### src/rtl/undoc_alu_pkg.sv
package undoc_alu_pkg;

    localparam int DW = 8;

    typedef logic [DW-1:0] word_t;

    typedef enum logic [1:0] {
        UOP_ANE = 2'd0,
        UOP_LXA = 2'd1,
        UOP_ARR = 2'd2,
        UOP_SBC = 2'd3
    } uop_e;

    typedef struct packed {
        logic n;
        logic v;
        logic z;
        logic c;
    } flags_t;

    typedef struct packed {
        word_t  acc;
        word_t  idx;
        flags_t f;
    } ures_t;

    function automatic flags_t flags_from(word_t r, logic v, logic c);
        flags_t f;
        f.n = r[DW-1];
        f.v = v;
        f.z = (r == '0);
        f.c = c;
        return f;
    endfunction

endpackage

### src/rtl/undoc_mask_unit.sv
module undoc_mask_unit
    import undoc_alu_pkg::*;
#(
    parameter logic [7:0] ANE_MAGIC = 8'hFF,
    parameter logic [7:0] LXA_MAGIC = 8'hFF
) (
    input  logic  is_load,
    input  word_t a,
    input  word_t x,
    input  word_t m,
    input  logic  c,
    input  logic  v,
    output ures_t res
);
    word_t r;

    always_comb begin
        if (is_load) begin
            r       = (a | LXA_MAGIC) & m;
            res.idx = r;
        end else begin
            r       = (a | ANE_MAGIC) & x & m;
            res.idx = x;
        end
        res.acc = r;
        res.f   = flags_from(r, v, c);
    end
endmodule

### src/rtl/undoc_arr_unit.sv
module undoc_arr_unit
    import undoc_alu_pkg::*;
#(
    parameter bit DEC_EN = 1'b1
) (
    input  word_t a,
    input  word_t x,
    input  word_t m,
    input  logic  c,
    input  logic  dec,
    output ures_t res
);
    word_t t;
    word_t rot;
    ures_t res_bin;
    ures_t res_dec;

    always_comb begin
        t   = a & m;
        rot = {c, t[DW-1:1]};
        res_bin.acc = rot;
        res_bin.idx = x;
        res_bin.f.n = rot[7];
        res_bin.f.v = rot[6] ^ rot[5];
        res_bin.f.z = (rot == '0);
        res_bin.f.c = rot[6];
    end

    generate
        if (DEC_EN) begin : g_dec
            logic  lo_fix;
            logic  hi_fix;
            word_t adj;
            always_comb begin
                lo_fix = ({1'b0, t[3:0]} + {4'b0, t[0]}) > 5'd5;
                hi_fix = ({1'b0, t[7:4]} + {4'b0, t[4]}) > 5'd5;
                adj    = rot;
                if (lo_fix) adj[3:0] = rot[3:0] + 4'd6;
                if (hi_fix) adj[7:4] = rot[7:4] + 4'd6;
                res_dec.acc = adj;
                res_dec.idx = x;
                res_dec.f.n = c;
                res_dec.f.v = t[6] ^ rot[6];
                res_dec.f.z = (rot == '0);
                res_dec.f.c = hi_fix;
            end
        end else begin : g_nodec
            assign res_dec = res_bin;
        end
    endgenerate

    assign res = (dec && DEC_EN) ? res_dec : res_bin;
endmodule

### src/rtl/undoc_sbc_unit.sv
module undoc_sbc_unit
    import undoc_alu_pkg::*;
#(
    parameter bit DEC_EN = 1'b1
) (
    input  word_t a,
    input  word_t x,
    input  word_t m,
    input  logic  c,
    input  logic  dec,
    output ures_t res
);
    localparam int WW = 2 * DW;

    logic [DW:0] diff;
    logic        ovf;
    ures_t       res_bin;
    ures_t       res_dec;

    always_comb begin
        diff = {1'b0, a} - {1'b0, m} - {{DW{1'b0}}, ~c};
        ovf  = ((a ^ m) & (a ^ diff[DW-1:0])) >> (DW - 1) != '0;
        res_bin.acc = diff[DW-1:0];
        res_bin.idx = x;
        res_bin.f   = flags_from(diff[DW-1:0], ovf, ~diff[DW]);
    end

    generate
        if (DEC_EN) begin : g_dec
            logic [WW-1:0] lo;
            logic [WW-1:0] hi;
            always_comb begin
                lo = {12'b0, a[3:0]} - {12'b0, m[3:0]} - {{(WW-1){1'b0}}, ~c};
                if (lo[7:4] != 4'b0) lo = lo - 16'd6;
                hi = {8'b0, a[7:4], 4'b0} - {8'b0, m[7:4], 4'b0};
                if (lo[7]) hi = hi - 16'h0010;
                if (hi[11:8] != 4'b0) hi = hi - 16'h0060;
                res_dec.acc = {hi[7:4], lo[3:0]};
                res_dec.idx = x;
                res_dec.f   = flags_from(diff[DW-1:0], ovf, hi[15:8] == 8'b0);
            end
        end else begin : g_nodec
            assign res_dec = res_bin;
        end
    endgenerate

    assign res = (dec && DEC_EN) ? res_dec : res_bin;
endmodule

### src/rtl/undoc_alu.sv
module undoc_alu
    import undoc_alu_pkg::*;
#(
    parameter bit         DEC_EN    = 1'b1,
    parameter logic [7:0] ANE_MAGIC = 8'hFF,
    parameter logic [7:0] LXA_MAGIC = 8'hFF
) (
    input  logic       clk,
    input  logic       rst,
    input  logic       en,
    input  logic [1:0] op_sel,
    input  logic [7:0] a_in,
    input  logic [7:0] x_in,
    input  logic [7:0] imm_in,
    input  logic       c_in,
    input  logic       v_in,
    input  logic       d_in,
    output logic [7:0] a_out,
    output logic [7:0] x_out,
    output logic       n_out,
    output logic       v_out,
    output logic       z_out,
    output logic       c_out
);
    uop_e  op;
    ures_t r_mask;
    ures_t r_arr;
    ures_t r_sbc;
    ures_t r_sel;
    ures_t r_q;

    assign op = uop_e'(op_sel);

    undoc_mask_unit #(.ANE_MAGIC(ANE_MAGIC), .LXA_MAGIC(LXA_MAGIC)) u_mask (
        .is_load(op == UOP_LXA), .a(a_in), .x(x_in), .m(imm_in),
        .c(c_in), .v(v_in), .res(r_mask)
    );

    undoc_arr_unit #(.DEC_EN(DEC_EN)) u_arr (
        .a(a_in), .x(x_in), .m(imm_in), .c(c_in), .dec(d_in), .res(r_arr)
    );

    undoc_sbc_unit #(.DEC_EN(DEC_EN)) u_sbc (
        .a(a_in), .x(x_in), .m(imm_in), .c(c_in), .dec(d_in), .res(r_sbc)
    );

    always_comb begin
        unique case (op)
            UOP_ARR: r_sel = r_arr;
            UOP_SBC: r_sel = r_sbc;
            default: r_sel = r_mask;
        endcase
    end

    always_ff @(posedge clk) begin
        if (rst)     r_q <= '0;
        else if (en) r_q <= r_sel;
    end

    assign a_out = r_q.acc;
    assign x_out = r_q.idx;
    assign n_out = r_q.f.n;
    assign v_out = r_q.f.v;
    assign z_out = r_q.f.z;
    assign c_out = r_q.f.c;
endmodule

### config.mk
export PLATFORM = sky130hd
export DESIGN_NAME = undoc_alu
export DESIGN_NICKNAME = d
export VERILOG_FILES = /design/src/rtl/undoc_alu_pkg.sv /design/src/rtl/undoc_mask_unit.sv /design/src/rtl/undoc_arr_unit.sv /design/src/rtl/undoc_sbc_unit.sv /design/src/rtl/undoc_alu.sv
export SDC_FILE = /design/constraint.sdc
export NUM_CORES = 1
export LEC_CHECK = 0
export ABC_AREA = 1
export BUFFER_PORTS_ARGS = -buffer_cell sky130_fd_sc_hd__clkbuf_2
export CAP_MARGIN = 20
export CORE_ASPECT_RATIO = 1.75
export CORE_MARGIN = 2
export CORE_UTILIZATION = 57
export DETAILED_ROUTE_END_ITERATION = 12
export GPL_TIMING_DRIVEN = 0
export MAX_ROUTING_LAYER = met4
export PLACE_DENSITY = 0.88
export SYNTH_ARGS = -nofsm -noshare
export SYNTH_HDL_FRONTEND = slang
export SYNTH_SLANG_ARGS = --single-unit
### constraint.sdc
create_clock -name clk -period 3.55 [get_ports clk]
set_input_delay 0.5325 -clock clk [delete_from_list [all_inputs] [get_ports clk]]
set_output_delay 0.5325 -clock clk [all_outputs]
set_load 0.02 [all_outputs]
After elaboration in Yosys (flattened, before gate mapping)
Cells that the tools add are included.

word-level totals
  input bits = 32
  ROM bits = 0
  register bits after elaboration = 20
  RAM bits = 0
  bits in latches = 0
  output and inout port bits = 20
  memories kept = 0

cells by class
  multiply operators = 0
  divide/modulo/power cells = 0
  reductions and logical operators = 6
  shifts and indexed selects = 0
  $add $sub $neg = 12
  bitwise logic cells = 8
  $lt $le $gt $ge = 2
  eq/ne operators = 3
  muxes and demuxes = 10

operators with widths
  kind                   number
  $mux 20                2
  $pmux 20 s2            1
  $logic_not 8->1        4
  $mux 16                2
  $and 8x8->8            3
  $mux 8                 3
  $sub 8x8->9            2
  $sub 16x5->16 const B  1
  $sub 16x7->16 const B  1
  $xor 8x8->8            2
  $add 4x1->5            2
  $gt 5x3->1 const B     2
  $sub 9x1->9            1
  $add 4x3->4 const B    2
  $mux 4                 2
  $reduce_bool 4->1      2
  $sub 8x1->8            1
  $sub 8x3->8 const B    1
  $sub 4x4->5            1
  $eq 2x2->1 const B     2
  $eq 2x1->1 const B     1
  $not 1->1              2
  $xor 1x1->1            1

Longest topological paths before layout
  word-level depth = 10
  depth in mapped cells = 20
  gate-level depth less buffers = 20

By module
A second synthesis with hierarchy kept.

second synthesis, totals
  cell total of the unflattened synthesis = 543
  area total of the unflattened synthesis = 3,338.2 µm²

modules (own cells, without submodules)
  module           cells an instance  area an instance (µm²)  sequential area each (µm²)  instances
  undoc_sbc_unit   220                1,406.3                 0.0                         1
  undoc_alu        201                1,252.5                 400.4                       1
  undoc_arr_unit   80                 460.4                   0.0                         1
  undoc_mask_unit  42                 219.0                   0.0                         1

Least setup slack after synthesis
OpenSTA, ideal clock, no wires.

  path kind = input port to flip-flop
  from = input a_in[4]
  to = register r_q, in the netlist a_out[5]
  slack = 885 ps
  buffers on the path = 0
  cell stages on the path = 15
  data arrival time = 2,599 ps
  library setup time = 66 ps
  cells stage by stage = inv_1 ha_1 fa_1 ha_1 nand4_4 ha_1 inv_1 nand2_1 nor2_8 nor2_8 inv_1 nand2_1 nand3_1 nand2_1 a21oi_2

on the way
  word-level cells in the longest chain between the ends = 7

RTL lines
  what                                                       RTL line              text
  start: declaration                                         undoc_alu.sv:12       input logic [7:0] a_in,
  $sub 8x8->9                                                undoc_sbc_unit.sv:35  hi = {8'b0, a[7:4], 4'b0} - {8'b0, m[7:4], 4'b0};
  $sub 16x5->16                                              undoc_sbc_unit.sv:36  if (lo[7]) hi = hi - 16'h0010;
  $mux 16                                                    undoc_sbc_unit.sv:36
  $sub 16x7->16 / $reduce_bool 4->1 (equally long branches)  undoc_sbc_unit.sv:37  if (hi[11:8] != 4'b0) hi = hi - 16'h0060;
  $mux 16                                                    undoc_sbc_unit.sv:37
  $mux 20                                                    undoc_sbc_unit.sv:47  assign res = (dec && DEC_EN) ? res_dec : res_bin;
  $pmux 20 s2 *                                              undoc_alu.sv:48       unique case (op)
  end signal: assignment                                     undoc_alu.sv:57       else if (en) r_q <= r_sel;
  end: declaration                                           undoc_alu.sv:30       ures_t r_q;

Mark *: on every way between the ends. The rest lies on a longest branch, timed or not.
A chain may end at the register's enable or synchronous reset.

Final worst setup path
Ends and elaborated chain as after synthesis.

==> flow_summary.toml <==
[run_status]
outcome = "finished clean"

[drt]
detailroute.wirelength.met2_mm = 3.94
route.final.wire_length_mm = 7.05
detailedRoute.firstIterationViolations = 136
final_antenna_net_count = 0
vias_per_cell = 5.48
via_count = 2847
dr.pass1.iters = 4
dr_wl_met3_um = 236
detail_route.drc_violations = 0
highest-signal-layer = "met4"
drt-met1-wl_mm = 2.62
routed_wire_length_per_instance_um = 13.5

[setup_path]
rrSetupSlack_ns = 2.80
timing.rr.end = "z_out"
reg2reg_depth = 2
worst-setup-path-type = "primary input to flop"
crit_path_max_fanout = 5
worst-endpoint-required_ns = 3.75
arrival_time_reported_for_the_critical_path_endpoint_ns = 2.89
setup.worst_path.start_class = "primary input"
setup.worst_path.end_class = "flop"
rr_startpoint = "z_out"

[power]
leakagePower_nw = 1.70
peakVddDrop_mv = 0.303
p_per_area_nw_per_um2 = 302

[die]
io_pins = 52
fp.dieArea_um2 = 5320
floorplan.initialDensity_pct = 58.4
die_w_um = 56.0
die-height_um = 95.0
core.rowCount = 33
coreArea_um2 = 4620

[final_layout]
nFillCells = 432
post_route_standard_cell_area_excluding_fillers_um2 = 3070
num_antenna_cells = 0
area_delta_synth_final_pct = 13.7
drive_gt1_share_pct = 17.5
final_net_count = 542

[logic_synthesis]
synth_mux_area_share_pct = 0
synth.top_cell.area_share_pct = 17.1
synth-compound-area-share_pct = 19.8
synth_top_cells_by_area = "sky130_fd_sc_hd__ha_1 (17%), sky130_fd_sc_hd__dfxtp_1 (15%), sky130_fd_sc_hd__nand2_1 (11%)"
post_synth_xor_area_fraction_pct = 3.52
ys_seq_elements = 20
synth_area_um2 = 2700
netlist.top_cell.by_area = "sky130_fd_sc_hd__ha_1"
synth_fp_nets = 487
synthCells = 414
synth-simple-area-share_pct = 29.0
synth_top_family_by_area = "simple AND/OR/NAND/NOR gates"
synth.yosys.warnings = 0
mean_cell_area_of_the_mapped_netlist_um2 = 6.52
adder_cell_area_share_of_the_yosys_netlist_pct = 20.1
synth_seq_area_share_pct = 14.8
synth.lib_cells_used.distinct = 44

[clocking]
clk_path_buf_depth = 2
post_cts.repair.setup_buffers = 0
clk_latency_ns = 0.26
clock_sinks = 20
clkSlewWorstSetupHoldPaths_ns = 0.07
tritoncts = "built"
cts_hold_buffers = 0
cts-root-buf = "sky130_fd_sc_hd__clkbuf_8"
clock_buffers_created_by_tritoncts = 3
htreeDepth = 1
cts_resized = 0

[timing]
finalHoldWorstSlack_ns = 0.491
fraction_of_the_cycle_the_final_worst_path_needs_pct = 75.9
final.setup.tns_ns = 0
timing.final.max_slew_violations = 0
finClkSkew_ns = 0
maxClockFrequency_mhz = 371
rsz_0062_raised_after_global_routing = "no"
min_clock_period_post_route_ns = 2.69
report.final.setup_viol = 0
final-hold-violation-count = 0
worst_slew_pin_slew_ns = 0.570
max_transition_margin_pct = 61.6

[place]
dpl_cell_area_um2 = 3020
port-buffer-count = 50
dp.final_hpwl_mm = 5.99
final_estimated_routing_congestion_in_global_placement = 0.930

[worst_hold_path]
hold_path_class = "flop to flop"
terminating_pin_of_the_worst_hold_path = "x_out[0]"
worst_hold_path.num_cells = 2
worstHoldStart = "x_out[0]"

[global_routing]
first_pass_grt_wire_length_mm = 11.5
grt_util_all_layers_pct = 27.6
grt_pass1_vias = 2649
grt_start_max_net_pins = 12
grt_antenna_before_repair = 0
gr-total-overflow = 0

[flow_run]
maxCapViolations = 0
synthesized netlist by cell type:
master and instances:
sky130_fd_sc_hd__a211oi_1 1, sky130_fd_sc_hd__a21oi_1 32, sky130_fd_sc_hd__a21oi_2 3, sky130_fd_sc_hd__a221oi_1 2
sky130_fd_sc_hd__a31oi_1 2, sky130_fd_sc_hd__a41oi_1 1, sky130_fd_sc_hd__buf_2 1, sky130_fd_sc_hd__buf_4 1
sky130_fd_sc_hd__clkbuf_1 6, sky130_fd_sc_hd__dfxtp_1 20, sky130_fd_sc_hd__fa_1 4, sky130_fd_sc_hd__ha_1 37
sky130_fd_sc_hd__inv_1 75, sky130_fd_sc_hd__inv_2 4, sky130_fd_sc_hd__inv_4 2, sky130_fd_sc_hd__nand2_1 76
sky130_fd_sc_hd__nand2_2 3, sky130_fd_sc_hd__nand2_4 3, sky130_fd_sc_hd__nand3_1 22, sky130_fd_sc_hd__nand3_4 1
sky130_fd_sc_hd__nand3b_1 1, sky130_fd_sc_hd__nand4_1 5, sky130_fd_sc_hd__nand4_4 1, sky130_fd_sc_hd__nor2_1 36
sky130_fd_sc_hd__nor2_2 1, sky130_fd_sc_hd__nor2_4 1, sky130_fd_sc_hd__nor2_8 2, sky130_fd_sc_hd__nor3_1 2
sky130_fd_sc_hd__nor3_2 2, sky130_fd_sc_hd__nor3b_1 1, sky130_fd_sc_hd__nor4_1 2, sky130_fd_sc_hd__nor4b_1 1
sky130_fd_sc_hd__o211ai_1 3, sky130_fd_sc_hd__o21a_1 1, sky130_fd_sc_hd__o21ai_0 42, sky130_fd_sc_hd__o21ai_1 1
sky130_fd_sc_hd__o21bai_1 2, sky130_fd_sc_hd__o21bai_2 1, sky130_fd_sc_hd__o221ai_1 1, sky130_fd_sc_hd__o31ai_4 1
sky130_fd_sc_hd__or2_0 1, sky130_fd_sc_hd__xnor2_1 4, sky130_fd_sc_hd__xnor2_2 1, sky130_fd_sc_hd__xor2_1 5
flip-flops by register name, indices dropped and copies added (netlist names):
| register | count |
|---|---|
| a_out | 8 |
| c_out | 1 |
| n_out | 1 |
| v_out | 1 |
| x_out | 8 |
| z_out | 1 |
layout make-up:
type                    count  area, um^2  area share, %
well taps                  52        65.1           2.12
flip-flops and latches     20         400           13.0
repair buffers             50         250           8.15
inverters                  81         309           10.1
multi-input cells         305        1960           63.7
plain buffers               8        35.0           1.14
clock buffers               4        55.1           1.79
worst max path at each step:
stage             from  endpoint  depth (start not counted)
2_1_floorplan  a_in[4]  a_out[5]                         15
3_3_place_gp   a_in[4]  a_out[5]                         16
3_5_place_dp   a_in[4]  a_out[5]                         16
4_1_cts        a_in[4]  a_out[5]                         16
5_1_grt        a_in[4]  a_out[5]                         16
6_report       a_in[4]  a_out[5]                         16
worst max-delay path, cell delays in order:
cell                       delay [ns]
sky130_fd_sc_hd__clkbuf_2        0.10
sky130_fd_sc_hd__inv_1           0.04
sky130_fd_sc_hd__ha_1            0.21
sky130_fd_sc_hd__fa_1            0.57
sky130_fd_sc_hd__ha_1            0.25
sky130_fd_sc_hd__nand4_4         0.12
sky130_fd_sc_hd__ha_1            0.30
sky130_fd_sc_hd__inv_1           0.06
sky130_fd_sc_hd__nand2_1         0.11
sky130_fd_sc_hd__nor2_8          0.16
sky130_fd_sc_hd__nor2_8          0.05
sky130_fd_sc_hd__inv_1           0.06
sky130_fd_sc_hd__nand2_1         0.05
sky130_fd_sc_hd__nand3_1         0.07
sky130_fd_sc_hd__nand2_1         0.07
sky130_fd_sc_hd__a21oi_2         0.12
metrics by stage:
step	setup WS [ns]	cells	utilization (%)	power [W]
CTS	0.843	520	66.4	0.000921
floorplan	0.885	414	-	0.000627
finish	0.857	520	66.4	0.000926
detailed placement	0.579	516	65.2	0.000752
global route	0.718	520	66.4	0.000996
global placement	0.627	516	65.2	0.000738
cell usage in the layout (no fill, tap or decap), types with 2 or more instances in the layout:
cell type and instances:
sky130_fd_sc_hd__dfxtp_1 20, sky130_fd_sc_hd__clkbuf_1 6, sky130_fd_sc_hd__inv_4 2, sky130_fd_sc_hd__clkbuf_8 4, sky130_fd_sc_hd__ha_1 37, sky130_fd_sc_hd__nand3_1 22
sky130_fd_sc_hd__inv_2 4, sky130_fd_sc_hd__nor3_2 2, sky130_fd_sc_hd__a221oi_1 2, sky130_fd_sc_hd__clkbuf_2 50, sky130_fd_sc_hd__nand4_1 5, sky130_fd_sc_hd__fa_1 4
sky130_fd_sc_hd__o211ai_1 3, sky130_fd_sc_hd__o21ai_0 42, sky130_fd_sc_hd__nand2_1 76, sky130_fd_sc_hd__nor2_1 36, sky130_fd_sc_hd__nor4_1 2, sky130_fd_sc_hd__nand2_2 3
sky130_fd_sc_hd__nand2_4 3, sky130_fd_sc_hd__xor2_1 5, sky130_fd_sc_hd__a31oi_1 2, sky130_fd_sc_hd__nor3_1 2, sky130_fd_sc_hd__a21oi_2 3, sky130_fd_sc_hd__a21oi_1 32
sky130_fd_sc_hd__o21bai_1 2, sky130_fd_sc_hd__xnor2_1 4, sky130_fd_sc_hd__nor2_8 2, sky130_fd_sc_hd__inv_1 75
where the power goes:
group          total, W  internal (W)  switching, W  leakage, nW
Combinational  0.000501      0.000182      0.000320         1.50
Clock          0.000175     0.0000988     0.0000758       0.0288
Sequential     0.000250      0.000242    0.00000846        0.166
cell families (layout without fill, tap and decap cells):
family          count (synthesis)  in the layout
buf+inv                        89            143
simple gates                  161            161
compound gates                 93             93
flops                          20             20
xor+xnor                       10             10
fa+ha+maj                      41             41
layer usage:
| metal | global-route usage, % | up-vias |
|---|---|---|
| met4 | 14.3 | 0 |
| met1 | 27.3 | 1274 |
| met5 | - | - |
| li1 | - | 1451 |
| met3 | 1.63 | 26 |
| met2 | 53.4 | 96 |
No activity file was read; power rests on OpenSTA's default activity.
